[src/rtl/sova_pkg.sv]
package sova_pkg;

  typedef enum logic [1:0] {
    PH_IDLE = 2'd0,
    PH_RANK = 2'd1,
    PH_POST = 2'd2
  } phase_t;

  // Shift-register encoder with 3 memory bits: new bit enters at bit 0.
  function automatic logic [2:0] next_state(input logic [2:0] s, input logic u);
    return {s[1:0], u};
  endfunction

  // Output symbol {systematic, parity}; index into the branch-metric word.
  function automatic logic [1:0] sym_of(input logic [2:0] s, input logic u);
    return {u, u ^ s[2] ^ s[0]};
  endfunction

endpackage

[src/rtl/sova_cand_gen.sv]
module sova_cand_gen #(
  parameter int NPATH = 8,
  parameter int MW    = 12,
  parameter int BMW   = 8,
  localparam int NCAND = 2 * NPATH,
  localparam int CW    = MW + 1
) (
  input  logic [NPATH-1:0]           live_vld,
  input  logic [NPATH-1:0][MW-1:0]   live_pm,
  input  logic [NPATH-1:0][2:0]      live_st,
  input  logic [4*BMW-1:0]           bm_flat,
  input  logic [MW-1:0]              thr,
  output logic [NCAND-1:0][CW-1:0]   cand_cm,
  output logic [NCAND-1:0]           cand_ok,
  output logic [CW-1:0]              best_cm
);

  // One adder per candidate: parent metric plus the branch metric of its symbol.
  for (genvar j = 0; j < NCAND; j++) begin : g_cand
    localparam int SRC = j / 2;
    localparam logic UBIT = 1'(j % 2);
    logic [1:0]     sym;
    logic [BMW-1:0] bmv;
    assign sym = sova_pkg::sym_of(live_st[SRC], UBIT);
    assign bmv = bm_flat[sym*BMW +: BMW];
    assign cand_cm[j] = live_vld[SRC] ? ({1'b0, live_pm[SRC]} + CW'(bmv)) : '0;
  end

  always_comb begin
    best_cm = '0;
    for (int j = 0; j < NCAND; j++) begin
      if (live_vld[j/2] && (cand_cm[j] > best_cm)) best_cm = cand_cm[j];
    end
  end

  always_comb begin
    for (int j = 0; j < NCAND; j++) begin
      cand_ok[j] = live_vld[j/2] && ((best_cm - cand_cm[j]) <= {1'b0, thr});
    end
  end

endmodule

[src/rtl/sova_pick.sv]
module sova_pick #(
  parameter int NCAND = 16,
  parameter int CW    = 13,
  localparam int CIW  = $clog2(NCAND)
) (
  input  logic [NCAND-1:0][CW-1:0] cm,
  input  logic [NCAND-1:0]         avail,
  output logic                     any,
  output logic [CIW-1:0]           idx
);

  logic [CW-1:0] bv;

  // Linear scan; strict greater-than leaves ties with the lower index.
  always_comb begin
    any = 1'b0;
    idx = '0;
    bv  = '0;
    for (int j = 0; j < NCAND; j++) begin
      if (avail[j] && (!any || (cm[j] > bv))) begin
        any = 1'b1;
        idx = CIW'(j);
        bv  = cm[j];
      end
    end
  end

endmodule

[src/rtl/sova_cfg.sv]
module sova_cfg #(
  parameter int NPATH  = 8,
  parameter int MW     = 12,
  parameter int PERIOD = 250000,
  parameter int DEF_M  = 8,
  parameter int DEF_T  = 4095,
  localparam int PCW   = $clog2(NPATH + 1),
  localparam int TW    = $clog2(PERIOD + 1)
) (
  input  logic           clk,
  input  logic           rst_n,
  input  logic           cfg_wr,
  input  logic [PCW-1:0] cfg_m,
  input  logic [MW-1:0]  cfg_t,
  input  logic           step_tick,
  output logic [PCW-1:0] act_m,
  output logic [MW-1:0]  act_t
);

  logic [PCW-1:0] pend_m;
  logic [MW-1:0]  pend_t;
  logic [TW-1:0]  step_cnt;
  logic           boundary;

  function automatic logic [PCW-1:0] clamp_m(input logic [PCW-1:0] v);
    if (v == '0) return PCW'(1);
    if (int'(v) > NPATH) return PCW'(NPATH);
    return v;
  endfunction

  assign boundary = step_tick && (step_cnt == TW'(PERIOD - 1));

  always_ff @(posedge clk) begin
    if (!rst_n) begin
      pend_m   <= PCW'(DEF_M);
      pend_t   <= MW'(DEF_T);
      act_m    <= PCW'(DEF_M);
      act_t    <= MW'(DEF_T);
      step_cnt <= '0;
    end else begin
      if (cfg_wr) begin
        pend_m <= clamp_m(cfg_m);
        pend_t <= cfg_t;
      end
      if (boundary) begin
        step_cnt <= '0;
        act_m    <= pend_m;
        act_t    <= pend_t;
      end else if (step_tick) begin
        step_cnt <= step_cnt + 1'b1;
      end
    end
  end

  // the active limit is always a usable slot count
  a_r4_limit_range: assert property (@(posedge clk) disable iff (!rst_n)
    (act_m != '0) && (int'(act_m) <= NPATH));

  // active settings change only on a boundary step
  a_r7_swap_at_boundary: assert property (@(posedge clk) disable iff (!rst_n)
    !boundary |=> $stable(act_m) && $stable(act_t));

endmodule

[src/rtl/sova_path_unit.sv]
module sova_path_unit #(
  parameter int NPATH       = 8,
  parameter int MW          = 12,
  parameter int BMW         = 8,
  parameter int HIST        = 16,
  parameter int RECFG_STEPS = 250000,
  parameter int DEF_M       = NPATH,
  parameter int DEF_T       = (1 << MW) - 1,
  localparam int PCW   = $clog2(NPATH + 1),
  localparam int SIW   = $clog2(NPATH),
  localparam int NCAND = 2 * NPATH,
  localparam int CIW   = $clog2(NCAND),
  localparam int CW    = MW + 1
) (
  input  logic           clk,
  input  logic           rst_n,
  input  logic           cfg_wr,
  input  logic [PCW-1:0] cfg_max_paths,
  input  logic [MW-1:0]  cfg_thresh,
  input  logic           bm_valid,
  input  logic [4*BMW-1:0] bm_in,
  output logic           ready,
  output logic           step_done,
  output logic           dec_bit,
  output logic [2:0]     best_state,
  output logic [PCW-1:0] live_count
);
  import sova_pkg::*;

  localparam logic [CW-1:0] FULL = CW'((1 << MW) - 1);

  // live survivor list
  logic [NPATH-1:0]                live_vld;
  logic [NPATH-1:0][MW-1:0]        live_pm;
  logic [NPATH-1:0][2:0]           live_st;
  logic [NPATH-1:0][HIST-1:0]      live_hist;
  // list under construction
  logic [NPATH-1:0][MW-1:0]        new_pm;
  logic [NPATH-1:0][2:0]           new_st;
  logic [NPATH-1:0][HIST-1:0]      new_hist;
  // candidate snapshot
  logic [NCAND-1:0][CW-1:0]        snap_cm;
  logic [NCAND-1:0]                snap_avail;
  logic [CW-1:0]                   snap_best;

  phase_t         phase;
  logic [PCW-1:0] keep_n, rank_cnt, m_used;
  logic [MW-1:0]  t_used;
  logic           out_q;

  // combinational candidate stage
  logic [NCAND-1:0][CW-1:0] cand_cm;
  logic [NCAND-1:0]         cand_ok;
  logic [CW-1:0]            best_cm;
  logic [PCW-1:0]           act_m;
  logic [MW-1:0]            act_t;
  logic [CIW:0]             elig_cnt;
  logic [PCW-1:0]           keep_calc;

  // named events for checks
  logic           accept;
  logic           pick_any;
  logic [CIW-1:0] pick_idx;
  logic [CW-1:0]  pick_cm;
  logic [SIW-1:0] pick_src;
  logic           pick_u;
  logic [SIW-1:0] rank_slot;
  logic           last_pick;

  assign ready     = (phase == PH_IDLE);
  assign accept    = ready && bm_valid;
  assign pick_cm   = snap_cm[pick_idx];
  assign pick_src  = pick_idx[CIW-1:1];
  assign pick_u    = pick_idx[0];
  assign rank_slot = rank_cnt[SIW-1:0];
  assign last_pick = (phase == PH_RANK) && ((rank_cnt + 1'b1) == keep_n);

  function automatic logic [MW-1:0] renorm(input logic [CW-1:0] best,
                                           input logic [CW-1:0] cm);
    return MW'(FULL - (best - cm));
  endfunction

  sova_cfg #(
    .NPATH(NPATH), .MW(MW), .PERIOD(RECFG_STEPS), .DEF_M(DEF_M), .DEF_T(DEF_T)
  ) u_cfg (
    .clk(clk), .rst_n(rst_n), .cfg_wr(cfg_wr), .cfg_m(cfg_max_paths),
    .cfg_t(cfg_thresh), .step_tick(phase == PH_POST),
    .act_m(act_m), .act_t(act_t)
  );

  sova_cand_gen #(.NPATH(NPATH), .MW(MW), .BMW(BMW)) u_cand (
    .live_vld(live_vld), .live_pm(live_pm), .live_st(live_st),
    .bm_flat(bm_in), .thr(act_t),
    .cand_cm(cand_cm), .cand_ok(cand_ok), .best_cm(best_cm)
  );

  sova_pick #(.NCAND(NCAND), .CW(CW)) u_pick (
    .cm(snap_cm), .avail(snap_avail), .any(pick_any), .idx(pick_idx)
  );

  always_comb begin
    elig_cnt = '0;
    for (int j = 0; j < NCAND; j++) elig_cnt = elig_cnt + (CIW+1)'(cand_ok[j]);
    if (int'(elig_cnt) > int'(act_m)) keep_calc = act_m;
    else                              keep_calc = PCW'(elig_cnt);
  end

  always_ff @(posedge clk) begin
    if (!rst_n) begin
      phase      <= PH_IDLE;
      live_vld   <= NPATH'(1);
      live_pm    <= '0;
      live_pm[0] <= FULL[MW-1:0];
      live_st    <= '0;
      live_hist  <= '0;
      new_pm     <= '0;
      new_st     <= '0;
      new_hist   <= '0;
      snap_cm    <= '0;
      snap_avail <= '0;
      snap_best  <= '0;
      keep_n     <= '0;
      rank_cnt   <= '0;
      m_used     <= '0;
      t_used     <= '0;
      out_q      <= 1'b0;
      step_done  <= 1'b0;
      dec_bit    <= 1'b0;
      best_state <= '0;
      live_count <= PCW'(1);
    end else begin
      step_done <= 1'b0;
      unique case (phase)
        PH_IDLE: begin
          if (bm_valid) begin
            snap_cm    <= cand_cm;
            snap_avail <= cand_ok;
            snap_best  <= best_cm;
            keep_n     <= keep_calc;
            m_used     <= act_m;
            t_used     <= act_t;
            rank_cnt   <= '0;
            phase      <= PH_RANK;
          end
        end
        PH_RANK: begin
          new_pm[rank_slot]   <= renorm(snap_best, pick_cm);
          new_st[rank_slot]   <= next_state(live_st[pick_src], pick_u);
          new_hist[rank_slot] <= {live_hist[pick_src][HIST-2:0], pick_u};
          if (rank_cnt == '0) out_q <= live_hist[pick_src][HIST-1];
          snap_avail[pick_idx] <= 1'b0;
          rank_cnt <= rank_cnt + 1'b1;
          if (last_pick) phase <= PH_POST;
        end
        PH_POST: begin
          for (int i = 0; i < NPATH; i++) begin
            if (i < int'(keep_n)) begin
              live_vld[i]  <= 1'b1;
              live_pm[i]   <= new_pm[i];
              live_st[i]   <= new_st[i];
              live_hist[i] <= new_hist[i];
            end else begin
              live_vld[i]  <= 1'b0;
              live_pm[i]   <= '0;
              live_st[i]   <= '0;
              live_hist[i] <= '0;
            end
          end
          live_count <= keep_n;
          dec_bit    <= out_q;
          best_state <= new_st[0];
          step_done  <= 1'b1;
          phase      <= PH_IDLE;
        end
        default: phase <= PH_IDLE;
      endcase
    end
  end

  // every ranked candidate is within the threshold of the best
  a_r2_pick_within_thr: assert property (@(posedge clk) disable iff (!rst_n)
    (phase == PH_RANK) |-> pick_any && ((snap_best - pick_cm) <= {1'b0, t_used}));

  // ranking emits metrics in non-increasing order
  a_r3_descending: assert property (@(posedge clk) disable iff (!rst_n)
    ((phase == PH_RANK) && $past(phase == PH_RANK)) |-> (pick_cm <= $past(pick_cm)));

  // posted live count is between 1 and the limit used for that step
  a_r4_live_cap: assert property (@(posedge clk) disable iff (!rst_n)
    step_done |-> (live_count != '0) && (live_count <= m_used));

  // the best survivor sits at full scale after every step
  a_r5_best_full: assert property (@(posedge clk) disable iff (!rst_n)
    step_done |-> (live_pm[0] == FULL[MW-1:0]));

  // released slots match the live count
  a_r6_released: assert property (@(posedge clk) disable iff (!rst_n)
    step_done |-> ($countones(live_vld) == int'(live_count)));

  // one-cycle done pulse, posted while ready
  a_r8_done_pulse: assert property (@(posedge clk) disable iff (!rst_n)
    step_done |-> ready ##1 !step_done);

  // a step in progress cannot be restarted
  a_r8_busy_hold: assert property (@(posedge clk) disable iff (!rst_n)
    (phase == PH_RANK) |=> (phase != PH_IDLE));

endmodule

[config.mk]
export PLATFORM = sky130hd
export DESIGN_NAME = sova_path_unit
export DESIGN_NICKNAME = d
export VERILOG_FILES = /design/src/rtl/sova_pkg.sv /design/src/rtl/sova_cand_gen.sv /design/src/rtl/sova_pick.sv /design/src/rtl/sova_cfg.sv /design/src/rtl/sova_path_unit.sv
export SDC_FILE = /design/constraint.sdc
export NUM_CORES = 2
export LEC_CHECK = 0
export BUFFER_PORTS_ARGS = -buffer_cell sky130_fd_sc_hd__buf_2
export CAP_MARGIN = 20
export CORE_MARGIN = 2
export CORE_UTILIZATION = 55
export DETAILED_ROUTE_END_ITERATION = 6
export PLACE_DENSITY_LB_ADDON = 0.2
export SYNTH_ARGS = -nofsm -noshare
export SYNTH_HDL_FRONTEND = slang
export SYNTH_SLANG_ARGS = --single-unit
[constraint.sdc]
create_clock -name clk -period 59.1 [get_ports clk]
set_input_delay 5.91 -clock clk [delete_from_list [all_inputs] [get_ports clk]]
set_output_delay 5.91 -clock clk [all_outputs]
set_load 0.03 [all_outputs]
==> impl_results.md <==
* Setup repair bufs after CTS at 0
* Int Pwr at 0.00153 W
* Hold Crit Class: reg2reg
* Placeable Area at 120000 sq um
* Avg Inst Size Synth at ~7.6 sq um
* Routed vias at approximately 67000
* Hold Path Cell Cnt at 1
* Ratio of cells with drive above 1 in the final layout at 7.88%
* Nets@finish at 9615
* Clock Latency Late Sink at 0.72 ns
* Hold buffers post-CTS at 0
* Fmax at 19.7 MHz
* CP most frequent cell: ha_1
* Die Area at 123000 sq um
* Slew margin rel. at under 10%
* Post-synth EDFFs at 0
* WS Path Type: in2reg
* Buffer depth of the longest clock path at 3
* CP arrival at 51.25 ns
* TritonRoute pass-1 iters at 7
* Combinational Power Share at 64.7%
* Reg2Reg Launch Point: live_st[0]$_SDFFE_PN0P_
* Dpl hpwl at 220 mm
* Flop pwr share at between 10% and 20%
* Status: finished, final reports clean
* CTS clk-pin slew, worst paths at 0.06 ns
* Synthesized area at 66300 sq um
* Top FF cell, synth: dfxtp_1
* Largest net degree at the start of global routing at 112
* Resized Gates After CTS at 0
* Crit. End Element: register
* Slowest stage delay, CP at ~0.78 ns
* CTS tree: yes
* Drt wl/cell at 27.5 um
* Final-report hold violation count at 0
* Clock Power Share at 17.0%
* FP Rows at between 100 and 150
* CP Launch Type: input port
* Total global routing overflow at 0
* I/O Pins at 62
* R2r endpoint: keep_n[2]$_SDFFE_PN0P_
* Hold endpoint: live_pm[0]$_SDFFE_PN1P_
* Unrepaired setup endpoints after global routing: false
* Setup TNS at 0 ns
* Mapped Nets at 9760
* I/O Buffers at 61
* Post-Layout Cell Count at between 10000 and 15000
* Max-cap violations at 0
* Chip width at 351 um
* Final setup violating endpoints at 0
* Post-synthesis sequential area ratio at a little under a quarter
* Initial antenna violation count at 22
* Via density at 6.57
* Starting Density at 55.4%
* Yosys top cell area share at 23.0%
* Reg-to-reg slack, setup at 12.83 ns
* P_sw at 0.00146 W
* LEAKAGE at 31.0 nW
* Synth area leaders: dfxtp_1 (23%), ha_1 (17%), nor2_1 (6.4%), nand2_1 (6.1%), a21oi_1 (5.7%)
* Area grow syn2layout at 7.30%
* Data required, critical path at 59.71 ns
* VDD IR max at 0.0000296 V
* Root Driver: clkbuf_16
* Tightest Pin Transition at 1.40 ns
* Most frequent cell after synthesis: nor2_1
* H-tree Lvls at 3
* Vias in the first global route at 61200
* CP max stage cell: o21a_1
* Worst Path Max Fanout at 29
* R2R cell count at between 150 and 200
* Die height at 351 um
* Num CTS Buffers at 78
* Fin crit period at 50.64 ns
* Mapped Cells at 8738
* Clock sink count at 761
* First DRT Iteration DRCs at 8706
* Pwr per Cell Area at 42.0 nW/um^2
* All-layer global routing usage at 44.3%
* Final Cycle Share at 85.7%
* Synth Warn # at 0
* Post-DRT Antenna Nets at 0
* Synth area leader: dfxtp_1
* Global-route wire length before repair at about 400 mm
* Clock skew at 0.0671 ns
* HP Start: new_pm[0]$_SDFFE_PN0P_
* Commonest cells in the netlist: nor2_1 (1124), nand2_1 (1075), ha_1 (927), dfxtp_1 (761), a21oi_1 (752)
* Cell variety after synth at approximately 100
* Drc violations at 0
* Routed WL at approximately 280 mm
* Placed Cells incl. Taps at 10100
* Number of synthesized register bits at 761
* Async SR Flop Fraction at 0%
* Final Slew Violations at 0
* RePlAce Congestion at ~1.1
* Switching share of total power at 48.7%
==> power by group through the flow <==
| stage | sequential, W | clock (W) | combinational [W] |
|---|---|---|---|
| after floorplan | 0.000545 | 0 | 0.00129 |
| after global placement | 0.000555 | 0 | 0.00184 |
| after detailed placement | 0.000555 | 0 | 0.00186 |
| after CTS | 0.000544 | 0.000512 | 0.00188 |
| after global routing | 0.000545 | 0.000530 | 0.00210 |
| final | 0.000545 | 0.000509 | 0.00193 |
==> worst max-delay path by stage <==
stage / start / endpoint / slack (ns)
floorplan: bm_in[16] / keep_n[2]$_SDFFE_PN0P_ / 15.62
global placement: bm_in[16] / keep_n[2]$_SDFFE_PN0P_ / 9.45
detailed placement: bm_in[16] / keep_n[2]$_SDFFE_PN0P_ / 9.11
CTS: bm_in[16] / keep_n[2]$_SDFFE_PN0P_ / 9.62
global route: bm_in[16] / keep_n[2]$_SDFFE_PN0P_ / 5.78
finish: bm_in[16] / keep_n[2]$_SDFFE_PN0P_ / 8.46
==> metrics by stage <==
stage	instance area (sq um)	util, %	hold slack [ns]	power (W)	setup slack (ns)
after global routing	71200	59.4	0.471	0.00317	5.78
after global placement	68400	57.1	0.439	0.00239	9.45
final	71200	59.4	0.453	0.00299	8.46
after detailed placement	68400	57.1	0.447	0.00242	9.11
after floorplan	66300	-	0.429	0.00183	15.62
after CTS	71000	59.3	0.450	0.00293	9.62
==> layout by cell type (no fill, tap or decap), types with 78 or more instances in the layout <==
cell type / netlist / layout
xor2_1: 109 / 106
inv_1: 535 / 532
dfxtp_1: 761 / 761
nor2_1: 1124 / 1116
o21ai_0: 364 / 359
nand2_1: 1075 / 1074
mux2i_1: 140 / 138
nand3_1: 189 / 189
xnor2_1: 187 / 183
a211oi_1: 183 / 183
o21a_1: 175 / 175
nand4_1: 106 / 106
buf_4: 2 / 150
nor3_1: 110 / 105
a22oi_1: 216 / 216
a21o_1: 156 / 156
clkbuf_16: 0 / 78
ha_1: 927 / 927
a21oi_1: 752 / 743
mux2_2: 180 / 180
==> cell type report <==
| cell class | count | area (sq um) |
|---|---|---|
| fill | 11100 | 48600 |
| sequential | 761 | 15200 |
| timing repair buffer | 221 | 1570 |
| tap | 1612 | 2020 |
| antenna | 8 | 20.0 |
| clock inverter | 43 | 500 |
| multi-input combinational | 6995 | 47700 |
| clock buffer | 94 | 2110 |
| inverter | 536 | 2020 |
==> per-layer routing <==
metal,GRT usage (%),vias up,share of wire (%)
li1,-,30900,-
met1,59.6,31800,41
met2,62.5,3883,40
met3,10.9,871,12
met4,29.2,16,7.6
met5,0,-,0.037
==> worst max-delay path, delay by kind of cell <==
kind / cells / cell delay, ns
XOR/XNOR: 2 / 0.27
buffers and inverters: 19 / 4.00
multiplexers: 4 / 1.81
AO/OA/AOI/OAI: 85 / 21.02
adder cells (fa/ha/maj): 26 / 9.28
AND/OR/NAND/NOR: 44 / 8.80
==> kinds of logic after synthesis <==
kind of cell / after synthesis / share of synthesized area [%]
adders and majority gates: 970 / 18.8
xor gates and xnor gates: 296 / 3.91
DFF: 761 / 23.0
muxes: 320 / 5.17
AOI/OAI and AO/OA: 2439 / 24.2
buffers and inverters: 982 / 5.62
and+or+nand+nor: 2970 / 19.4
==> flip-flops by register name, summed over array words and instances (netlist names), 7 cells and up <==
signal          cells
live_vld            7
live_st            16
new_pm             96
u_cfg.pend_t       12
live_hist         112
new_st             16
snap_best          12
live_pm            96
new_hist          112
u_cfg.step_cnt     18
snap_avail         16
snap_cm           208
u_cfg.act_t        12
Note: power is estimated with default switching activity, not from simulation.
